===== src/rtl/line_irq_pkg.sv =====
package line_irq_pkg;

   typedef enum logic [1:0] {
      TRIG_LVL_LO  = 2'd0,
      TRIG_EDGE_FL = 2'd1,
      TRIG_LVL_HI  = 2'd2,
      TRIG_EDGE_RS = 2'd3
   } trig_mode_e;

   localparam logic [7:0] OFS_MODE   = 8'h00;
   localparam logic [7:0] OFS_PEND   = 8'h04;
   localparam logic [7:0] OFS_EN_STD = 8'h08;
   localparam logic [7:0] OFS_EN_ALT = 8'h34;

endpackage


===== src/rtl/line_irq_sync.sv =====
module line_irq_sync #(
   parameter int   STAGES = 2,
   parameter logic IDLE   = 1'b1
) (
   input  logic clk,
   input  logic rst_n,
   input  logic d_async,
   output logic q_sync
);

   if (STAGES < 2) begin : g_bad_stages
      $error("line_irq_sync: STAGES must be at least 2");
   end

   logic [STAGES-1:0] chain_q;

   always_ff @(posedge clk) begin
      if (!rst_n) chain_q <= {STAGES{IDLE}};
      else        chain_q <= {chain_q[STAGES-2:0], d_async};
   end

   assign q_sync = chain_q[STAGES-1];

endmodule


===== src/rtl/line_irq_detect.sv =====
module line_irq_detect
   import line_irq_pkg::*;
#(
   parameter logic IDLE = 1'b1
) (
   input  logic       clk,
   input  logic       rst_n,
   input  trig_mode_e mode,
   input  logic       lvl,
   output logic       hit
);

   logic prev_q;

   always_ff @(posedge clk) begin
      if (!rst_n) prev_q <= IDLE;
      else        prev_q <= lvl;
   end

   always_comb begin
      unique case (mode)
         TRIG_LVL_LO:  hit = !lvl;
         TRIG_EDGE_FL: hit = prev_q && !lvl;
         TRIG_LVL_HI:  hit = lvl;
         TRIG_EDGE_RS: hit = !prev_q && lvl;
         default:      hit = 1'b0;
      endcase
   end


   edge_fall_once_chk: assert property (@(posedge clk) disable iff (!rst_n)
      (mode == TRIG_EDGE_FL && hit) |=> !(mode == TRIG_EDGE_FL && hit));

endmodule


===== src/rtl/line_irq_regs.sv =====
module line_irq_regs
   import line_irq_pkg::*;
#(
   parameter int ADDR_W  = 8,
   parameter int DATA_W  = 32,
   parameter bit ALT_MAP = 1'b0
) (
   input  logic              clk,
   input  logic              rst_n,
   input  logic [ADDR_W-1:0] addr,
   input  logic              we,
   input  logic [DATA_W-1:0] wdata,
   input  logic              hit,
   output logic [DATA_W-1:0] rdata,
   output trig_mode_e        mode,
   output logic              pend,
   output logic              en
);

   localparam logic [ADDR_W-1:0] A_MODE = ADDR_W'(OFS_MODE);
   localparam logic [ADDR_W-1:0] A_PEND = ADDR_W'(OFS_PEND);
   localparam logic [ADDR_W-1:0] A_EN   = ALT_MAP ? ADDR_W'(OFS_EN_ALT) : ADDR_W'(OFS_EN_STD);

   if (ADDR_W < 6 || ADDR_W > 8) begin : g_bad_addr
      $error("line_irq_regs: ADDR_W must be 6 to 8");
   end
   if (DATA_W < 2) begin : g_bad_data
      $error("line_irq_regs: DATA_W must be at least 2");
   end

   logic sel_mode, sel_pend, sel_en;
   logic unused_wbits;

   assign sel_mode     = (addr == A_MODE);
   assign sel_pend     = (addr == A_PEND);
   assign sel_en       = (addr == A_EN);
   assign unused_wbits = ^wdata[DATA_W-1:2];

   always_ff @(posedge clk) begin
      if (!rst_n) begin
         mode <= TRIG_LVL_LO;
         en   <= 1'b0;
      end else if (we) begin
         if (sel_mode) mode <= trig_mode_e'(wdata[1:0]);
         if (sel_en)   en   <= wdata[0];
      end
   end

   always_ff @(posedge clk) begin
      if (!rst_n)                         pend <= 1'b0;
      else if (hit)                       pend <= 1'b1;
      else if (we && sel_pend && wdata[0]) pend <= 1'b0;
   end

   always_comb begin
      rdata = '0;
      if (sel_mode)      rdata[1:0] = mode;
      else if (sel_pend) rdata[0]   = pend;
      else if (sel_en)   rdata[0]   = en;
   end


   mode_hold_chk: assert property (@(posedge clk) disable iff (!rst_n)
      !(we && sel_mode) |=> $stable(mode));


   clear_chk: assert property (@(posedge clk) disable iff (!rst_n)
      (we && sel_pend && wdata[0] && !hit) |=> !pend);


   set_wins_chk: assert property (@(posedge clk) disable iff (!rst_n)
      hit |=> pend);


   unmapped_zero_chk: assert property (@(posedge clk) disable iff (!rst_n)
      !(sel_mode || sel_pend || sel_en) |-> (rdata == '0));

endmodule


===== src/rtl/line_irq_ctrl.sv =====
module line_irq_ctrl
   import line_irq_pkg::*;
#(
   parameter int   ADDR_W      = 8,
   parameter int   DATA_W      = 32,
   parameter bit   ALT_MAP     = 1'b0,
   parameter int   SYNC_STAGES = 2,
   parameter logic IDLE_LVL    = 1'b1
) (
   input  logic              clk,
   input  logic              rst_n,
   input  logic              line_in,
   input  logic [ADDR_W-1:0] bus_addr,
   input  logic              bus_we,
   input  logic [DATA_W-1:0] bus_wdata,
   output logic [DATA_W-1:0] bus_rdata,
   output logic              irq_out
);

   logic       lvl_s, hit, pend, en;
   trig_mode_e mode;

   line_irq_sync #(.STAGES(SYNC_STAGES), .IDLE(IDLE_LVL)) u_sync (
      .clk(clk), .rst_n(rst_n), .d_async(line_in), .q_sync(lvl_s));

   line_irq_detect #(.IDLE(IDLE_LVL)) u_det (
      .clk(clk), .rst_n(rst_n), .mode(mode), .lvl(lvl_s), .hit(hit));

   line_irq_regs #(.ADDR_W(ADDR_W), .DATA_W(DATA_W), .ALT_MAP(ALT_MAP)) u_regs (
      .clk(clk), .rst_n(rst_n), .addr(bus_addr), .we(bus_we), .wdata(bus_wdata),
      .hit(hit), .rdata(bus_rdata), .mode(mode), .pend(pend), .en(en));

   always_ff @(posedge clk) begin
      if (!rst_n) irq_out <= 1'b0;
      else        irq_out <= pend && en;
   end


   irq_raise_chk: assert property (@(posedge clk) disable iff (!rst_n)
      (pend && en) |=> irq_out);


   irq_mask_chk: assert property (@(posedge clk) disable iff (!rst_n)
      !en |=> !irq_out);


   pend_unmasked_chk: assert property (@(posedge clk) disable iff (!rst_n)
      (hit && !en) |=> pend);

endmodule


===== config.mk =====
export PLATFORM = sky130hd
export DESIGN_NAME = line_irq_ctrl
export DESIGN_NICKNAME = d
export VERILOG_FILES = /design/src/rtl/line_irq_pkg.sv /design/src/rtl/line_irq_sync.sv /design/src/rtl/line_irq_detect.sv /design/src/rtl/line_irq_regs.sv /design/src/rtl/line_irq_ctrl.sv
export SDC_FILE = /design/constraint.sdc
export NUM_CORES = 1
export LEC_CHECK = 0
export CAP_MARGIN = 0
export CELL_PAD_IN_SITES_DETAIL_PLACEMENT = 1
export CELL_PAD_IN_SITES_GLOBAL_PLACEMENT = 2
export CORE_AREA = 5 5 59 114
export DETAILED_ROUTE_END_ITERATION = 10
export DIE_AREA = 0 0 64 119
export GPL_TIMING_DRIVEN = 0
export PLACE_DENSITY = 0.78
export SLEW_MARGIN = 5
export SYNTH_ARGS = -nofsm -noshare
export SYNTH_HDL_FRONTEND = slang
export SYNTH_SLANG_ARGS = --single-unit

===== constraint.sdc =====
create_clock -name clk -period 1.1 [get_ports clk]
set_input_delay 0.22 -clock clk [delete_from_list [all_inputs] [get_ports clk]]
set_output_delay 0.22 -clock clk [all_outputs]
set_load 0.02 [all_outputs]

==> reports/metrics.yaml <==
grt-ovfl-total: 0
grt_usage_pct: 4.371
yosys_register_bits: 8
drive_gt1_share_pct: 43.90
antenna_cells: 0
fp.dieH_um: 119
crit_type: "reg -> out"
avgRoutedWirePerCell_um: 8.375
layout.cells.non_filler: 184
cap_violations: 0
path_clk_slew_ns: 0.03
synth_edf_count: 0
crit_arrival_ns: 1.09
whs_ns: 0.3409
antenna_left: 0
seqCellArea_um2: 161.4
setup_viol: 3
cts_tree: "done"
core_um2: 5709
antenna_found_initial: 0
fin_nets: 169
insertion_delay_ns: 0.22
rsz0062_at_grt: "yes"
grt_max_degree: 11
yosys.area.top_type: "buf_4"
drv_slew: 0
fmax_mhz: 765.5
first_pass_iters: 2
leakage_nw: 0.5413
yosysMostFrequentCell: "buf_4"
die_area_um2: 7616
grt_pass1_vias: 614
ios: 77
place_ws_ns: -1.042
clock_skew_ns: 0.0003318
cts_root_buffer: "clkbuf_16"
die_w_um: 64
cts_sinks: 8
synth.area.top_cells: "buf_4 37%, dfxtp_1 26%, mux2i_1 4.9%, nor4_4 3.5%, nand2_1 3.1%"
row_count: 39
yosys_warnings: 0
syn_area_um2: 613.1
setup_tns_ns: -0.3750
grt_pass1_wl_mm: 2.684
power_density_nw_per_um2: 1072
initial_core_util_pct: 10.74
cp_max_fo: 3
post-route-period-util_pct: 118.8
drtIter0Drc: 5
avgSynthCellArea_um2: 8.635
syn2layout_area_growth_pct: 77.35
dp_cells: 176
drc: 0
start_kind: "flip-flop"
routed_wl_mm: 1.541
cp.required_ns: 0.88
hold_class: "in -> reg"
hpwl_mm: 1.378
min_period_ns: 1.306
hold_viol_final: 0
synth_flop_cell: "dfxtp_1"
violations: "negative setup slack"
place.port_buffers: 15
vdd_ir_drop_max_v: 0.0005374
status: "finished with violations"
synthTopCellsByCount: "30 x buf_4, 8 x dfxtp_1, 5 x nand2_1"
multi_input_area_um2: 346.6
asyncSetResetFlopFracSynth_pct: 0
end_kind: "output port"
timing.final.ws_setup_ns: -0.2063
place_congestion: 0.6994
cts_buffer_depth: 2
htreeDepth: 1
syn_inst: 71
finalPower_mw: 1.165
yosysUniqueCellTypes: 24
ys_seq_area_share_pct: 26.12
fill_cells: 697
cts_made_buffers: 3
synth_top_area_share_pct: 36.73
num_vias: 575
via_per_inst: 3.125
==> cell type report <==
| class | instances | share of cell area (%) |
|---|---|---|
| clock buffer | 3 | 6.905 |
| multi-input combinational | 58 | 31.88 |
| inverter | 3 | 1.036 |
| sequential | 8 | 14.84 |
| timing repair buffer | 20 | 17.26 |
| buffer | 31 | 21.06 |
| tap | 61 | 7.020 |
==> state kept, by name, summed over array words and instances (netlist names) <==
signal and count:
u_regs.en 1, u_regs.pend 1, u_regs.mode 2, u_sync.chain_q 2
irq_out 1, u_det.prev_q 1
==> power by group <==
group          internal [mW]  switching (mW)  leakage (nW)
logic                  0.131           0.148         0.439
clock network          0.466           0.118        0.0370
registers              0.298         0.00300        0.0657
==> kinds of logic after synthesis <==
kind of cell	count (synthesis)	share of synthesized area (%)
buffers and inverters	34	39.18
and+or+nand+nor	18	20.00
DFF	8	26.12
AOI/OAI and AO/OA	5	6.327
muxes	3	4.898
xor gates and xnor gates	2	2.858
other	1	0.6117
==> layout by cell type, fill, tap and decap left out <==
| cell type | n |
|---|---|
| buf_4 | 34 |
| conb_1 | 30 |
| dfxtp_1 | 7 |
| buf_6 | 6 |
| nand2_1 | 5 |
| clkdlybuf4s50_1 | 4 |
| inv_1 | 3 |
| nand2b_1 | 3 |
| mux2i_1 | 3 |
| clkbuf_16 | 3 |
| buf_2 | 3 |
| nor4_4 | 2 |
| clkdlybuf4s15_1 | 2 |
| and3_2 | 1 |
| nor2b_1 | 1 |
| o22ai_2 | 1 |
| nor2_1 | 1 |
| o2111a_1 | 1 |
| clkbuf_1 | 1 |
| xnor2_1 | 1 |
| xor2_1 | 1 |
| a21oi_1 | 1 |
| nor4b_2 | 1 |
| a41oi_1 | 1 |
| o21a_1 | 1 |
| nor3_1 | 1 |
| nand4_1 | 1 |
| and3_4 | 1 |
| and3_1 | 1 |
| buf_8 | 1 |
| dfxtp_2 | 1 |
==> routing by layer <==
| metal | up-vias | GRT usage (%) | wire length [um] |
|---|---|---|---|
| li1 | 280 | - | - |
| met1 | 251 | 4.126 | 507 |
| met2 | 42 | 7.494 | 778 |
| met3 | 2 | 2.448 | 237 |
| met4 | 0 | 1.951 | 17 |
| met5 | - | 0 | 0 |
==> path summary, 6_finish.rpt <==
check / slack [ns] / from / cells after the start / end
worst min register to register: 0.40 / u_sync.chain_q[0] / 1 / u_sync.chain_q[1]
worst min-delay path: 0.34 / rst_n / 2 / u_sync.chain_q[0]
worst max register to register: 0.20 / u_regs.mode[1] / 3 / u_regs.pend
worst max-delay path: -0.21 / u_regs.en / 4 / bus_rdata[0]
==> timing repair <==
item,in CTS,in global routing
pin swaps,2,3
hold buffers,0,0
setup buffers,2,4
endpoints found under the setup margin,7,6
resized for setup,42,17
==> critical path, cell delays in order, from the launching register on <==
cell	delay [ns]
dfxtp_2	0.32
inv_1	0.05
o22ai_2	0.16
o2111a_1	0.21
buf_6	0.12
==> through the flow <==
stage	util [%]	area, um2
final	19.04	1087
after CTS	18.10	1033
after floorplan	-	721.9
after detailed placement	16.61	948.4
after global routing	19.04	1087
after global placement	16.61	948.4
No activity file was read; power rests on OpenSTA's default activity.
